### src/rtl/mbox_pkg.sv
package mbox_pkg;
  localparam int unsigned MBOX_WORD_W    = 32;
  localparam int unsigned MBOX_NUM_WORDS = 2;
  localparam int unsigned EVT_W          = 2;

  typedef enum logic [0:0] {
    EVT_EMPTY = 1'b0,
    EVT_OVR   = 1'b1
  } evt_bit_e;
endpackage

### src/rtl/mbox_sticky.sv
module mbox_sticky #(
  parameter logic RST_VAL = 1'b0
) (
  input  logic clk_i,
  input  logic rst_ni,
  input  logic set_i,
  input  logic clr_i,
  output logic q_o
);
  always_ff @(posedge clk_i or negedge rst_ni) begin
    if (!rst_ni)    q_o <= RST_VAL;
    else if (set_i) q_o <= 1'b1;   // set beats clear
    else if (clr_i) q_o <= 1'b0;
  end

  p_set_wins_r6: assert property (@(posedge clk_i) disable iff (!rst_ni)
    set_i |=> q_o);
  p_sticky_r8: assert property (@(posedge clk_i) disable iff (!rst_ni)
    (q_o && !clr_i) |=> q_o);
endmodule

### src/rtl/mbox_store.sv
module mbox_store #(
  parameter int unsigned WORD_W    = 32,
  parameter int unsigned NUM_WORDS = 2,
  localparam int unsigned ADDR_W   = $clog2(NUM_WORDS)
) (
  input  logic              clk_i,
  input  logic              rst_ni,
  input  logic              wr_en_i,
  input  logic [ADDR_W-1:0] wr_addr_i,
  input  logic [WORD_W-1:0] wr_data_i,
  input  logic [ADDR_W-1:0] rd_addr_i,
  output logic [WORD_W-1:0] rd_data_o
);
  logic [WORD_W-1:0] word_q [NUM_WORDS];

  for (genvar i = 0; i < NUM_WORDS; i++) begin : g_word
    always_ff @(posedge clk_i or negedge rst_ni) begin
      if (!rst_ni)                                     word_q[i] <= '0;
      else if (wr_en_i && wr_addr_i == ADDR_W'(i))     word_q[i] <= wr_data_i;
    end

    p_hold_r7: assert property (@(posedge clk_i) disable iff (!rst_ni)
      !(wr_en_i && wr_addr_i == ADDR_W'(i)) |=> $stable(word_q[i]));
  end

  assign rd_data_o = word_q[rd_addr_i];
endmodule

### src/rtl/mbox_ctrl.sv
module mbox_ctrl #(
  parameter int unsigned NUM_WORDS = 2,
  localparam int unsigned ADDR_W   = $clog2(NUM_WORDS),
  localparam logic [ADDR_W-1:0] COMMIT_ADDR = ADDR_W'(NUM_WORDS - 1)
) (
  input  logic              clk_i,
  input  logic              rst_ni,
  input  logic              wr_en_i,
  input  logic [ADDR_W-1:0] wr_sel_i,
  input  logic              fw_clr_i,
  output logic              store_we_o,
  output logic              full_o,
  output logic              empty_set_o,
  output logic              ovr_set_o
);
  logic is_commit;

  assign is_commit   = wr_en_i && (wr_sel_i == COMMIT_ADDR);
  assign store_we_o  = wr_en_i && !full_o;
  assign ovr_set_o   = is_commit && full_o;
  assign empty_set_o = fw_clr_i && full_o;

  always_ff @(posedge clk_i or negedge rst_ni) begin
    if (!rst_ni)                   full_o <= 1'b0;
    else if (empty_set_o)          full_o <= 1'b0;
    else if (is_commit && !full_o) full_o <= 1'b1;
  end

  p_commit_full_r3: assert property (@(posedge clk_i) disable iff (!rst_ni)
    (is_commit && !full_o) |=> full_o);
  p_low_no_full_r4: assert property (@(posedge clk_i) disable iff (!rst_ni)
    (!full_o && !is_commit) |=> !full_o);
  p_clr_drops_full_r5: assert property (@(posedge clk_i) disable iff (!rst_ni)
    (full_o && fw_clr_i) |=> !full_o);
endmodule

### src/rtl/host_fw_mailbox.sv
module host_fw_mailbox
  import mbox_pkg::*;
#(
  parameter int unsigned WORD_W    = MBOX_WORD_W,
  parameter int unsigned NUM_WORDS = MBOX_NUM_WORDS,
  localparam int unsigned ADDR_W   = $clog2(NUM_WORDS)
) (
  input  logic              clk_i,
  input  logic              rst_ni,
  input  logic              host_wr_en_i,
  input  logic [ADDR_W-1:0] host_wr_sel_i,
  input  logic [WORD_W-1:0] host_wr_data_i,
  input  logic [EVT_W-1:0]  host_evt_clr_i,
  input  logic [ADDR_W-1:0] fw_rd_addr_i,
  output logic [WORD_W-1:0] fw_rd_data_o,
  input  logic              fw_full_clr_i,
  output logic              fw_full_irq_o,
  output logic              host_empty_evt_o,
  output logic              host_ovr_o
);
  logic store_we, empty_set, ovr_set;

  mbox_ctrl #(.NUM_WORDS(NUM_WORDS)) i_ctrl (
    .clk_i, .rst_ni,
    .wr_en_i     (host_wr_en_i),
    .wr_sel_i    (host_wr_sel_i),
    .fw_clr_i    (fw_full_clr_i),
    .store_we_o  (store_we),
    .full_o      (fw_full_irq_o),
    .empty_set_o (empty_set),
    .ovr_set_o   (ovr_set)
  );

  mbox_store #(.WORD_W(WORD_W), .NUM_WORDS(NUM_WORDS)) i_store (
    .clk_i, .rst_ni,
    .wr_en_i   (store_we),
    .wr_addr_i (host_wr_sel_i),
    .wr_data_i (host_wr_data_i),
    .rd_addr_i (fw_rd_addr_i),
    .rd_data_o (fw_rd_data_o)
  );

  mbox_sticky #(.RST_VAL(1'b1)) i_empty (
    .clk_i, .rst_ni,
    .set_i (empty_set),
    .clr_i (host_evt_clr_i[EVT_EMPTY]),
    .q_o   (host_empty_evt_o)
  );

  mbox_sticky #(.RST_VAL(1'b0)) i_ovr (
    .clk_i, .rst_ni,
    .set_i (ovr_set),
    .clr_i (host_evt_clr_i[EVT_OVR]),
    .q_o   (host_ovr_o)
  );

  p_empty_on_clr_r5: assert property (@(posedge clk_i) disable iff (!rst_ni)
    (fw_full_irq_o && fw_full_clr_i) |=> host_empty_evt_o);
  p_ovr_on_full_r7: assert property (@(posedge clk_i) disable iff (!rst_ni)
    (fw_full_irq_o && host_wr_en_i && host_wr_sel_i == ADDR_W'(NUM_WORDS - 1)) |=> host_ovr_o);
  p_idle_clr_r9: assert property (@(posedge clk_i) disable iff (!rst_ni)
    (!fw_full_irq_o && !host_empty_evt_o) |=> !host_empty_evt_o);
endmodule

### config.mk
export PLATFORM = sky130hd
export DESIGN_NAME = host_fw_mailbox
export DESIGN_NICKNAME = d
export VERILOG_FILES = /design/src/rtl/mbox_pkg.sv /design/src/rtl/mbox_sticky.sv /design/src/rtl/mbox_store.sv /design/src/rtl/mbox_ctrl.sv /design/src/rtl/host_fw_mailbox.sv
export SDC_FILE = /design/constraint.sdc
export NUM_CORES = 1
export LEC_CHECK = 0
export BUFFER_PORTS_ARGS = -buffer_cell sky130_fd_sc_hd__buf_2
export CAP_MARGIN = 20
export CORE_ASPECT_RATIO = 0.75
export CORE_MARGIN = 2
export CORE_UTILIZATION = 35
export CTS_CLUSTER_SIZE = 16
export DETAILED_ROUTE_END_ITERATION = 7
export PLACE_DENSITY = 0.69
export SYNTH_ARGS = -nofsm -noshare
export SYNTH_HDL_FRONTEND = slang
export SYNTH_SLANG_ARGS = --single-unit
### constraint.sdc
create_clock -name clk_i -period 3.3 [get_ports clk_i]
set_clock_uncertainty 0.1 [all_clocks]
set_input_delay 0.66 -clock clk_i [delete_from_list [all_inputs] [get_ports clk_i]]
set_output_delay 0.66 -clock clk_i [all_outputs]
set_load 0.01 [all_outputs]
==> flow_metrics.env <==
export IMPL_syn_mean_instance_area_um2=15.89
export IMPL_transition_time_of_the_tightest_slew_check_pin_ps=660.2
export IMPL_hpwl_mm=3.829
export IMPL_synthToLayoutAreaGrowth_pct=25.65
export IMPL_placeable_core_region_um2=7988
export IMPL_main_combinational_cell_family_by_area_after_synthesis="multiplexers"
export IMPL_dp_worst_setup_slack_ps=757.0
export IMPL_muxShareOfSynthArea_pct=37.18
export IMPL_cts_num_sinks=67
export IMPL_cts_buffers=9
export IMPL_drt_vias_per_instance=4.618
export IMPL_area_sequential_um2=1678
export IMPL_synth_area_leaders="sky130_fd_sc_hd__dfrtp_1, sky130_fd_sc_hd__mux2_2, sky130_fd_sc_hd__mux2_1"
export IMPL_fin_nets=302
export IMPL_irDropWorstVdd_mv=0.3447
export IMPL_die_width_um=109.3
export IMPL_syn_instance_count=183
export IMPL_post_cts_setup_repair_buffer_count=0
export IMPL_total_leakage_power_uw=0.001658
export IMPL_worst_slack_ps=795.7
export IMPL_route_detailed_drc=0
export IMPL_post_synth_top_area_cell="sky130_fd_sc_hd__dfrtp_1"
export IMPL_tritoncts="yes"
export IMPL_finalWirelength_mm=5.597
export IMPL_critPathLaunchType="input pin"
export IMPL_layout_cells_most_common="sky130_fd_sc_hd__mux2_2"
export IMPL_dpl_instance_area_um2=3390
export IMPL_worst_hold_check_path_type="input pin to asynchronous set/reset pin"
export IMPL_clockBufferDepth=2
export IMPL_vias=1718
export IMPL_maxClockFrequency_ghz=0.3993
export IMPL_pwr_density_cell_nw_per_um2=681.6
export IMPL_synth_sequential_area_ratio_pct=57.70
export IMPL_clk_latency_ps=340
export IMPL_post_route_cells_drive_above_1_share_pct=70.04
export IMPL_synth_area_um2=2908
export IMPL_post_synth_fa_ha_maj_area_fraction_pct=0
export IMPL_relSlewSlack_pct=55.98
export IMPL_timing_final_crit_period_ps=2504
export IMPL_yosys_area_share_xor_xnor_pct=0
export IMPL_critPathKind="input pin to output port"
export IMPL_postCtsResizedCells=0
export IMPL_global_route_usage_total_pct=13.53
export IMPL_hold_worst_slack_ps=244.9
export IMPL_die_area_um2=9061
export IMPL_ctsRootBufferMaster="sky130_fd_sc_hd__clkbuf_8"
export IMPL_final_core_util_pct=45.74
export IMPL_synth_cell_type_count=14
export IMPL_status="finished clean"
export IMPL_grt_first_pass_wirelength_mm=9.301
export IMPL_fillers=732
export IMPL_grt_overflow=0
export IMPL_most_common_layout_cells="sky130_fd_sc_hd__mux2_2, sky130_fd_sc_hd__buf_2, sky130_fd_sc_hd__dfrtp_1, sky130_fd_sc_hd__clkbuf_8, sky130_fd_sc_hd__mux2_1"
export IMPL_num_antenna_cells=0
export IMPL_final_design_area_no_fill_um2=3654
export IMPL_initial_utilization_pct=36.40
export IMPL_multi_input_area_um2=1144
export IMPL_critical_path_arrival_ps=1740
export IMPL_detail_route_wl_per_cell_um=15.05
export IMPL_rsz_0062_raised_after_global_routing="no"
export IMPL_synthesized_netlist_net_count=223
export IMPL_drt_pre_antenna_iters=4
export IMPL_final_period_utilization_pct=75.89
export IMPL_setup_total_negative_slack_ps=0
export IMPL_grt_max_degree=40
export IMPL_antenna_found_initial=0
export IMPL_final_hold_viol_count=0
export IMPL_synth_compound_area_share_pct=0.5164
export IMPL_ant_nets=0
export IMPL_critPathMaxFanout=17
export IMPL_ys_warn_count=0
export IMPL_drt_iter0_markers=67
export IMPL_synth_simple_gate_area_share_pct=1.635
export IMPL_number_of_maximum_capacitance_violations=0
export IMPL_numPortBuffers=74
export IMPL_finalWeightedCongestion=0.6950
export IMPL_cp_data_required_time_ps=2540
export IMPL_holdBufCountCts=0
export IMPL_top_ports=75
export IMPL_setup_viol_count_final=0
export IMPL_die_height_um=82.94
export IMPL_synth_ff_latch_count=67
export IMPL_grt_pass1_vias=1870
export IMPL_placementRows=28
export IMPL_end_kind="output port"
export IMPL_htreeDepth=3
export IMPL_clk_pin_slew_ps=70
export IMPL_synth_top_area_share_pct=56.80
export IMPL_slew_viol_final=0
layout make-up:
| class | instances | share of cell area [%] |
|---|---|---|
| Clock buffer | 9 | 3.390 |
| Tap cell | 105 | 3.596 |
| Inverter | 3 | 0.3082 |
| Multi-Input combinational cell | 103 | 31.30 |
| Sequential cell | 67 | 45.92 |
| Timing Repair Buffer | 78 | 11.64 |
| Clock inverter | 7 | 3.836 |
critical path: stages:
cell and delay (ps):
sky130_fd_sc_hd__buf_2 370, sky130_fd_sc_hd__buf_12 220, sky130_fd_sc_hd__mux2_2 350, sky130_fd_sc_hd__buf_2 140
final timing paths:
| kind | from | end | slack (ps) | cells past startpoint |
|---|---|---|---|---|
| max in group asynchronous | rst_ni | i_empty.q_o$_DFFE_PN1P_ | 2150 | 2 |
| min | rst_ni | i_store.word_q[60]$_DFFE_PN0P_ | 240 | 1 |
| max | fw_rd_addr_i | fw_rd_data_o[7] | 800 | 4 |
| min in group clk_i | i_empty.q_o$_DFFE_PN1P_ | i_empty.q_o$_DFFE_PN1P_ | 380 | 2 |
| min reg2reg | i_empty.q_o$_DFFE_PN1P_ | i_empty.q_o$_DFFE_PN1P_ | 380 | 2 |
| max reg2reg | i_ctrl.full_o$_DFFE_PN0P_ | i_store.word_q[23]$_DFFE_PN0P_ | 1580 | 2 |
routing by layer:
layer	track usage, %	vias to the layer above	routed length [µm]
met5	0	-	0
met2	20.61	50	2517
met3	6.593	5	419
met4	3.567	0	51
li1	-	812	-
met1	17.17	851	2608
sequential cells by signal (all words and copies together), names as in the netlist:
name and cells:
i_ctrl.full_o 1, i_ovr.q_o 1, i_store.word_q 64, i_empty.q_o 1
logic make-up after synthesis:
kind of cell    after synthesis
simple gates                  4
flops                        67
buf+inv                      13
compound gates                3
mux                          96
synthesized netlist by cell type, drive strengths merged:
| library cell | instances |
|---|---|
| buf | 9 |
| o21ai | 3 |
| nand3b | 1 |
| nor3b | 1 |
| nand2 | 1 |
| mux2 | 96 |
| nand3 | 1 |
| dfstp | 1 |
| inv | 3 |
| clkbuf | 1 |
| dfrtp | 66 |
where the power goes:
part           switching (µW)  internal [µW]  total (µW)
Clock                     315            577         892
Sequential               83.6            998        1080
Combinational             213            303         516
through the flow:
step / std cells / power, µW
after detailed placement: 356 / 1622
after CTS: 372 / 2534
final: 372 / 2490
after global routing: 372 / 2647
after global placement: 356 / 1605
after floorplan: 183 / 1421
Note: power is estimated with default switching activity, not from simulation.
